<file path="config.mk">
export PLATFORM = sky130hd
export DESIGN_NAME = owire_slot_engine
export DESIGN_NICKNAME = d
export VERILOG_FILES = /design/src/rtl/owire_pkg.sv /design/src/rtl/owire_sync.sv /design/src/rtl/owire_us_counter.sv /design/src/rtl/owire_slot_engine.sv
export SDC_FILE = /design/constraint.sdc
export NUM_CORES = 1
export LEC_CHECK = 0
export ABC_AREA = 1
export BUFFER_PORTS_ARGS = -buffer_cell sky130_fd_sc_hd__buf_2
export CELL_PAD_IN_SITES_DETAIL_PLACEMENT = 1
export CELL_PAD_IN_SITES_GLOBAL_PLACEMENT = 2
export CORE_ASPECT_RATIO = 0.5
export CORE_MARGIN = 2
export CORE_UTILIZATION = 33
export DETAILED_ROUTE_END_ITERATION = 10
export HOLD_SLACK_MARGIN = 0.1
export PLACE_DENSITY_LB_ADDON = 0.1
export SETUP_SLACK_MARGIN = 0.2
export SLEW_MARGIN = 20
export SYNTH_ARGS = -nofsm -noshare
export SYNTH_HDL_FRONTEND = slang
export SYNTH_SLANG_ARGS = --single-unit
</file>
<file path="constraint.sdc">
create_clock -name clk -period 2.5 [get_ports clk]
set_clock_uncertainty 0.15 [all_clocks]
set_input_delay 0.5 -clock clk [delete_from_list [all_inputs] [get_ports clk]]
set_output_delay 0.5 -clock clk [all_outputs]
set_load 0.01 [all_outputs]
</file>
<file path="src/rtl/owire_pkg.sv">
package owire_pkg;

   typedef enum logic [1:0] {
      OW_BIT1  = 2'b00,
      OW_BIT0  = 2'b01,
      OW_RESET = 2'b10
   } ow_kind_e;

   typedef enum logic [2:0] {
      ST_IDLE,
      ST_SLOT,
      ST_RLOW,
      ST_SETTLE,
      ST_ALARM,
      ST_PRES
   } ow_state_e;

endpackage

</file>
<file path="src/rtl/owire_sync.sv">
module owire_sync #(
   parameter int STAGES    = 2,
   parameter bit RESET_VAL = 1'b1
) (
   input  logic clk,
   input  logic rst_n,
   input  logic d,
   output logic q
);
   generate
      if (STAGES < 2) begin : g_bad_depth
         $error("owire_sync: STAGES must be at least 2");
      end
   endgenerate

   logic [STAGES-1:0] chain;

   always_ff @(posedge clk or negedge rst_n) begin
      if (!rst_n) chain <= {STAGES{RESET_VAL}};
      else        chain <= {chain[STAGES-2:0], d};
   end

   assign q = chain[STAGES-1];
endmodule

</file>
<file path="src/rtl/owire_us_counter.sv">
module owire_us_counter #(
   parameter int W = 12
) (
   input  logic         clk,
   input  logic         rst_n,
   input  logic         clear,
   input  logic         tick,
   output logic [W-1:0] count
);
   always_ff @(posedge clk or negedge rst_n) begin
      if (!rst_n)                    count <= '0;
      else if (clear)                count <= '0;
      else if (tick && count != '1)  count <= count + 1'b1;
   end
endmodule

</file>
<file path="src/rtl/owire_slot_engine.sv">
module owire_slot_engine
   import owire_pkg::*;
#(
   parameter int SYNC_STAGES    = 2,
   parameter int NRM_RST_LOW    = 480,
   parameter int NRM_RST_REC    = 480,
   parameter int NRM_SAMPLE     = 15,
   parameter int NRM_SLOT       = 60,
   parameter int NRM_W0_LOW     = 60,
   parameter int NRM_W1_LOW     = 1,
   parameter int NRM_PRES_FIRST = 15,
   parameter int NRM_PRES_LAST  = 75,
   parameter int NRM_SHORT_WAIT = 3840,
   parameter int OD_RST_LOW     = 70,
   parameter int OD_RST_REC     = 70,
   parameter int OD_SAMPLE      = 2,
   parameter int OD_SLOT        = 8,
   parameter int OD_W0_LOW      = 8,
   parameter int OD_W1_LOW      = 1,
   parameter int OD_PRES_FIRST  = 2,
   parameter int OD_PRES_LAST   = 10,
   parameter int OD_SHORT_WAIT  = 480
) (
   input  logic       clk,
   input  logic       rst_n,
   input  logic       tick_us,
   input  logic       start,
   input  logic [1:0] slot_kind,
   input  logic       overdrive,
   input  logic       line_in,
   output logic       drive_low,
   output logic       done,
   output logic       result,
   output logic       short_flag
);
   localparam int SPAN = NRM_RST_LOW + NRM_SHORT_WAIT + NRM_RST_REC
                       + OD_RST_LOW + OD_SHORT_WAIT + OD_RST_REC + NRM_SLOT + 8;
   localparam int CW   = $clog2(SPAN + 1);

   generate
      if (NRM_W1_LOW >= NRM_SAMPLE || NRM_SAMPLE >= NRM_SLOT || NRM_W0_LOW > NRM_SLOT)
         begin : g_bad_nrm_slot
            $error("owire_slot_engine: normal slot timing out of order");
         end
      if (OD_W1_LOW >= OD_SAMPLE || OD_SAMPLE >= OD_SLOT || OD_W0_LOW > OD_SLOT)
         begin : g_bad_od_slot
            $error("owire_slot_engine: overdrive slot timing out of order");
         end
      if (NRM_PRES_FIRST > NRM_PRES_LAST || NRM_PRES_LAST >= NRM_RST_REC ||
          OD_PRES_FIRST > OD_PRES_LAST || OD_PRES_LAST >= OD_RST_REC)
         begin : g_bad_pres
            $error("owire_slot_engine: presence window must end before recovery");
         end
   endgenerate

   // line synchronizer
   logic line_s;
   owire_sync #(.STAGES(SYNC_STAGES), .RESET_VAL(1'b1)) u_sync (
      .clk(clk), .rst_n(rst_n), .d(line_in), .q(line_s));

   // phase counter
   logic          cnt_clr;
   logic [CW-1:0] cnt;
   owire_us_counter #(.W(CW)) u_cnt (
      .clk(clk), .rst_n(rst_n), .clear(cnt_clr), .tick(tick_us), .count(cnt));

   ow_state_e state;
   ow_kind_e  kind_q;
   logic      od_q, drive_q, done_q, result_q, short_q, pres_seen;

   // timing set for the operation in flight
   logic [CW-1:0] t_rst_low, t_rec, t_sample, t_slot, t_w0, t_w1, t_pf, t_pl, t_short;
   always_comb begin
      if (od_q) begin
         t_rst_low = CW'(OD_RST_LOW);   t_rec   = CW'(OD_RST_REC);
         t_sample  = CW'(OD_SAMPLE);    t_slot  = CW'(OD_SLOT);
         t_w0      = CW'(OD_W0_LOW);    t_w1    = CW'(OD_W1_LOW);
         t_pf      = CW'(OD_PRES_FIRST); t_pl   = CW'(OD_PRES_LAST);
         t_short   = CW'(OD_SHORT_WAIT);
      end else begin
         t_rst_low = CW'(NRM_RST_LOW);  t_rec   = CW'(NRM_RST_REC);
         t_sample  = CW'(NRM_SAMPLE);   t_slot  = CW'(NRM_SLOT);
         t_w0      = CW'(NRM_W0_LOW);   t_w1    = CW'(NRM_W1_LOW);
         t_pf      = CW'(NRM_PRES_FIRST); t_pl  = CW'(NRM_PRES_LAST);
         t_short   = CW'(NRM_SHORT_WAIT);
      end
   end

   logic [CW-1:0] low_len;
   assign low_len = (kind_q == OW_BIT0) ? t_w0 : t_w1;

   always_comb begin
      unique case (state)
         ST_IDLE:   cnt_clr = start;
         ST_RLOW:   cnt_clr = tick_us && (cnt == t_rst_low);
         ST_SETTLE: cnt_clr = tick_us && (cnt == CW'(1)) && !line_s;
         ST_ALARM:  cnt_clr = line_s;
         default:   cnt_clr = 1'b0;
      endcase
   end

   always_ff @(posedge clk or negedge rst_n) begin
      if (!rst_n) begin
         state     <= ST_IDLE;
         kind_q    <= OW_BIT1;
         od_q      <= 1'b0;
         drive_q   <= 1'b0;
         done_q    <= 1'b0;
         result_q  <= 1'b1;
         short_q   <= 1'b0;
         pres_seen <= 1'b0;
      end else begin
         done_q <= 1'b0;
         unique case (state)
            ST_IDLE: if (start) begin
               kind_q    <= ow_kind_e'(slot_kind);
               od_q      <= overdrive;
               drive_q   <= 1'b1;
               short_q   <= 1'b0;
               pres_seen <= 1'b0;
               state     <= (ow_kind_e'(slot_kind) == OW_RESET) ? ST_RLOW : ST_SLOT;
            end
            ST_SLOT: if (tick_us) begin
               if (cnt == low_len)  drive_q  <= 1'b0;
               if (cnt == t_sample) result_q <= line_s;
               if (cnt == t_slot) begin
                  drive_q <= 1'b0;
                  done_q  <= 1'b1;
                  state   <= ST_IDLE;
               end
            end
            ST_RLOW: if (tick_us && cnt == t_rst_low) begin
               drive_q <= 1'b0;
               state   <= ST_SETTLE;
            end
            ST_SETTLE: if (tick_us && cnt == CW'(1)) begin
               state <= line_s ? ST_PRES : ST_ALARM;
            end
            ST_ALARM: begin
               if (line_s) state <= ST_PRES;
               else if (tick_us && cnt == t_short) begin
                  short_q  <= 1'b1;
                  result_q <= 1'b1;
                  done_q   <= 1'b1;
                  state    <= ST_IDLE;
               end
            end
            ST_PRES: begin
               if (!line_s && cnt >= t_pf && cnt <= t_pl) pres_seen <= 1'b1;
               if (tick_us && cnt == t_rec) begin
                  result_q <= !pres_seen;
                  done_q   <= 1'b1;
                  state    <= ST_IDLE;
               end
            end
            default: state <= ST_IDLE;
         endcase
      end
   end

   assign drive_low  = drive_q;
   assign done       = done_q;
   assign result     = result_q;
   assign short_flag = short_q;

   // ---------------- assertions ----------------
   // independent tick count since the accepted start
   logic [CW-1:0] chk_t;
   always_ff @(posedge clk or negedge rst_n) begin
      if (!rst_n)                            chk_t <= '0;
      else if (state == ST_IDLE && start)    chk_t <= '0;
      else if (tick_us && chk_t != '1)       chk_t <= chk_t + 1'b1;
   end


   slot_min_time_chk: assert property (@(posedge clk) disable iff (!rst_n)
      (done && kind_q != OW_RESET) |-> chk_t >= t_slot);


   rst_low_min_chk: assert property (@(posedge clk) disable iff (!rst_n)
      ($fell(drive_low) && kind_q == OW_RESET) |-> chk_t >= t_rst_low);


   rst_total_min_chk: assert property (@(posedge clk) disable iff (!rst_n)
      (done && kind_q == OW_RESET && !short_flag) |-> chk_t >= (t_rst_low + t_rec));


   done_single_chk: assert property (@(posedge clk) disable iff (!rst_n)
      done |=> !done);


   done_released_chk: assert property (@(posedge clk) disable iff (!rst_n)
      done |-> !drive_low);


   short_result_chk: assert property (@(posedge clk) disable iff (!rst_n)
      short_flag |-> result);


   short_wait_chk: assert property (@(posedge clk) disable iff (!rst_n)
      $rose(short_flag) |-> chk_t >= (t_rst_low + t_short));
endmodule

</file>
-- Word level (Yosys, flattened, before mapping)
Cells that the tools add are included.
- register bits: 26
- output and inout port bits: 4
- input port bits: 8
- logic and storage cells: 102
- reductions and logical operators: 21
- eq/ne operators: 26
- order comparisons: 2
- mux-type cells: 42
- add/sub/neg operators: 1
- operators by type and width (cell ; count):
    13-bit == test ; 5
    13-bit two-way mux ; 3
    3-bit two-way mux ; 8
    2-bit != test, second input constant ; 10
    1-bit two-way mux ; 18
    3-bit one-hot mux with 6 select lines ; 1
    13-bit by 1-bit adder with 13-bit output, second input constant ; 1
    13-bit by 1-bit == test with 1-bit output, second input constant ; 1
    13-bit greater-or-equal comparator ; 1
    13-bit <= comparator ; 1
    13-bit != test, second input constant ; 1
    12-bit two-way mux ; 1
    9-bit two-way mux ; 1
    1-bit one-hot mux with 3 select lines ; 3
    1-bit logical AND ; 7
    7-bit two-way mux ; 1
    7-bit AND reduction ; 1
    3-bit by 2-bit == test with 1-bit output, second input constant ; 2
    3-bit == test, second input constant ; 2
    6-bit two-way mux ; 1
    6-bit AND reduction ; 1
    2-bit nonzero test ; 3
    3-bit nonzero test ; 2
    5-bit AND reduction ; 1
    14 further kinds ; 16

-- Longest topological paths before layout
- depth after elaboration: 7
- gate-level depth with buffers: 13
- mapped depth without buffers: 13

-- Modules after synthesis
From an unflattened synthesis, not the netlist that was laid out.
- cells, all modules: 325
- area, all modules: 2129.5 µm²
- by module, submodules not included (module ; area an instance (µm²) ; sequential area each (µm²) ; cells each ; instances):
    owire_slot_engine ; 1256.2 ; 276.5 ; 204 ; 1
    owire_us_counter ; 820.8 ; 325.3 ; 119 ; 1
    owire_sync ; 52.6 ; 52.6 ; 2 ; 1

-- Worst setup path after synthesis
OpenSTA, ideal clock, no wires.
- path type: reg-to-reg
- from: register od_q
- to: register state[2]
- path buffers: 0
- setup time: 117 ps
- data arrival time: 1587 ps
- clock period less this slack: 1854 ps
- data required time: 2233 ps
- path slack: 646 ps
- cell stages (with the launch flop): 14
- path through: dfrtp_1 ha_1 inv_1 nand2_1 nor2_1 nand2_1 nor2_1 nand2_1 nand2_1 nand2_1 nor2_2 nand2_2 nand2_1 nand2_1
- longest elaborated chain between the ends: 5
- elaborated cells between the ends (all ways): 13
- those cells by class: 7 x eq/ne; 3 x mux; 3 x reduce/logical
- RTL lines (item ; RTL line ; RTL):
    start, declared ; owire_slot_engine.sv:69 ; logic od_q, drive_q, done_q, result_q, short_q, pres_seen;
    start signal, assigned ; owire_slot_engine.sv:117 ; od_q <= overdrive;
    12-bit two-way mux / 9-bit two-way mux (equally long branches) ; owire_slot_engine.sv:74 ; if (od_q) begin
    13-bit == test, on equally long branches ; owire_slot_engine.sv:141, owire_slot_engine.sv:150 ;
    1-bit logical AND, on equally long branches ; owire_slot_engine.sv:141, owire_slot_engine.sv:150 ;
    3-bit by 2-bit != test with 1-bit output (no source line) / 2-bit != test (equally long branches) ; - ;
    7-bit AND reduction (no source line) * ; - ;
    end signal, assigned ; owire_slot_engine.sv:121 ; state <= (ow_kind_e'(slot_kind) == OW_RESET) ? ST_RLOW : ST_SLOT;
    end signal, assigned ; owire_slot_engine.sv:137 ; state <= line_s ? ST_PRES : ST_ALARM;
    end, declared ; owire_slot_engine.sv:67 ; ow_state_e state;
Every way passes the cells marked *; elsewhere a longest branch is shown, timed or not.
A chain may end at the register's enable or synchronous reset.

-- Worst setup path in the final report
- from: register od_q
- to: register state[1]
Same word-level chain as after synthesis.

==> metrics.md <==
| Metric | Value |
|---|---|
| Synth Net Count | `321` |
| CTS clk-pin slew, worst paths | `0.07 ns` |
| Pwr per Cell Area | `936 mW/mm^2` |
| CP max stage cell | `dfrtp_2` |
| P_leak | `between 1 and 1.5 nW` |
| I/O pins | `12` |
| Final setup fails | `0` |
| Setup crit end kind | `register` |
| I/O Buffers | `11` |
| Gr usage total | `20.6%` |
| Fmax | `between 400 and 500 MHz` |
| TritonCTS Sinks | `26` |
| Bufs and invs on worst path | `1` |
| Combinational power share | `51.8%` |
| CTS max path bufs | `2` |
| Register area share after synthesis | `between 30% and 40%` |
| CTS tree | `yes` |
| Synth cell count leaders | `80 x nand2_1, 59 x nor2_1, 43 x inv_1` |
| Clk pwr share | `between 10% and 20%` |
| Largest net degree at the start of global routing | `27` |
| Cell mode on critical path | `nor2_1` |
| Fin. Hold Viols | `0` |
| Nets | `approximately 340` |
| Peak VDD IR | `about 0.34 mV` |
| Synthesized cell area | `between 0.0015 and 0.002 sq mm` |
| Post-synth top area cell | `dfrtp_1` |
| Worst slack at placement | `~0.25 ns` |
| Post-synth cell types | `25` |
| Int Pwr | `0.00113 W` |
| Syn_area_per_cell | `6.33 sq um` |
| Worst-path fanout max | `5` |
| Worst path required time | `2.51 ns` |
| Reg power frac | `30.0%` |
| Final slew viol count | `0` |
| Syn Inst Count | `slightly above 300` |
| Routed vias/inst | `between 5 and 6` |
| Hold buffers post-CTS | `0` |
| Num CTS Buffers | `3` |
| Cell family with most CP delay | `simple AND/OR/NAND/NOR gates` |
| Critical path's largest stage delay | `between 0.4 and 0.5 ns` |
| Rows | `19` |
| Setup Total Neg Slack | `0 ns` |
| Reg2Reg Setup Slack | `roughly 0.32 ns` |
| Run status | `finished, final reports clean` |
| Worst Hold Class | `input port to async pin` |
| H-tree depth | `1` |
| Initial antenna violation count | `0` |
| CP startpoint kind | `register` |
| Final wirelength | `6.15 mm` |
| Layout cells sized above 1 | `approximately 11%` |
| RSZ-0062 raised after global routing | `false` |
| P&R area growth vs syn | `14.5%` |
| Area of the core | `approximately 0.0056 sq mm` |
| Reg-to-Reg End | `state[1]` |
| Slew HR | `57.5%` |
| Tcrit/Tclk final | `~87%` |
| Period minus WS final | `2.18 ns` |
| Synth Warn # | `0` |
| Total power | `around 0.0021 W` |
| Hpwl dp | `slightly below 5 mm` |
| R2R Path Start | `od_q` |
| First-pass GRT wire length | `10.3 mm` |
| Die footprint | `0.00654 sq mm` |
| Crit path kind | `register to register` |
| Worst-Skew Late Latency | `roughly 0.27 ns` |
| Die Height | `58.2 microns` |
| Yosys top cell area share | `between 20 and 30%` |
| Worst endpoint data arrival time | `between 2 and 2.5 ns` |
| Vias in the first global route | `a little over 2k` |
| DRC violations left | `0` |
| Sw Ratio | `45.7%` |
| Final Wtd Congestion | `just under 0.9` |
| Initial DRC Count | `about 120` |
| Die Wd | `approximately 110 microns` |
| Area contributors post-synth | `dfrtp_1 30%, nand2_1 15%, nor2_1 11%, inv_1 8.3%, nand3_1 7.0%` |
| Net switching power | `between 0.0009 and 0.001 W` |
| Detail Route Antenna Nets | `0` |
| Post-synth ARST share | `between 90% and 100%` |
| Slew @ Worst Pin | `between 0.6 and 0.7 ns` |
| Final Util | `between 30 and 40%` |
| Max-cap violation count | `0` |
| CP cell instances | `buf_12 -> ha_1 -> nor2_1 -> nand2_1 -> nor2_1 -> nand3_1 -> nor2_1 -> nor2_1 -> nor2_2 -> nand2_2 -> nand2_1 -> nand2_1` |
| Clock root cell | `clkbuf_16` |
| Top FF cell, synth | `dfrtp_1` |
| EDFF count, synth | `0` |
| Antenna Cells | `0` |
| First drt pass iteration count | `5` |
| Starting Density | `34.8%` |
| Drt wl/cell | `roughly 16 microns` |
| Vias | `about 2.0k` |
| GR Overflow Total | `0` |
| Worst setup margin | `0.316 ns` |
| Top-count cell post-synth | `nand2_1` |
| Synth Register Bits | `26` |
| R2R cell count | `12` |
## cell usage in the layout (no fill, tap or decap), drive strengths merged
cell type	n
a21oi	7
and2	1
and3	1
buf	15
clkbuf	4
dfrtp	23
dfstp	3
ha	7
inv	46
nand2	83
nand3	28
nand3b	2
nand4	10
nor2	63
nor3	8
o2111ai	1
o21ai	14
o311ai	2
or2	1
xnor2	1
xor2	3
## registers in the layout (all words and copies together), names as in the netlist
| name | cells |
|---|---|
| done | 1 |
| drive_low | 1 |
| kind_q | 2 |
| od_q | 1 |
| pres_seen | 1 |
| result | 1 |
| short_flag | 1 |
| state | 3 |
| u_cnt.count | 13 |
| u_sync.chain | 2 |
## stage by stage
stage	std cells	hold slack, ns	area [sq um]
2_1_floorplan	306	0.0544	1940
3_3_place_gp	391	0.195	2100
3_5_place_dp	391	0.198	2100
4_1_cts	395	0.123	2180
5_1_grt	396	0.128	2220
6_report	396	0.0949	2220
## kinds of logic after synthesis
kind of cell    Yosys count  share of synthesized area, %
simple gates            197                          43.7
buf+inv                  48                          9.43
flops                    26                          33.8
compound gates           24                          6.78
fa+ha+maj                 7                          4.52
xor+xnor                  4                          1.81
## per-layer routing
metal	global-route usage [%]	part of all wire, %	vias up
met4	4.53	0.46	0
met3	5.33	4.5	4
li1	-	-	1009
met2	32.4	43	30
met1	29.0	53	956
met5	0	0	-
## cell type report
| cell class | count | area (sq um) |
|---|---|---|
| clock buffers | 4 | 78.8 |
| fillers | 750 | 3340 |
| inverters | 46 | 173 |
| multi-input cells | 232 | 1120 |
| flip-flops and latches | 26 | 656 |
| well taps | 73 | 91.3 |
| repair buffers | 15 | 97.6 |
## power groups by stage
| stage | combinational (W) | sequential [W] | clock [W] |
|---|---|---|---|
| final | 0.00108 | 0.000623 | 0.000377 |
| after global routing | 0.00123 | 0.000642 | 0.000412 |
| after CTS | 0.00101 | 0.000629 | 0.000394 |
| after detailed placement | 0.00101 | 0.000636 | 0 |
| after global placement | 0.000989 | 0.000632 | 0 |
| after floorplan | 0.000714 | 0.000615 | 0 |
## worst max path at each step
stage / start / end / slack, ns / cells past startpoint
5_1_grt: od_q / state[1] / 0.20 / 12
2_1_floorplan: od_q / state[2] / 0.65 / 13
3_3_place_gp: od_q / result / 0.19 / 9
4_1_cts: od_q / result / 0.22 / 9
6_report: od_q / state[1] / 0.32 / 12
3_5_place_dp: od_q / result / 0.25 / 9
## timing repair
action                     4_1_cts  5_1_grt
setup buffers                    0        1
hold endpoints to repair         0        0
resized for setup                0        4
setup endpoints to repair        0       12
Note: power is estimated with default switching activity, not from simulation.
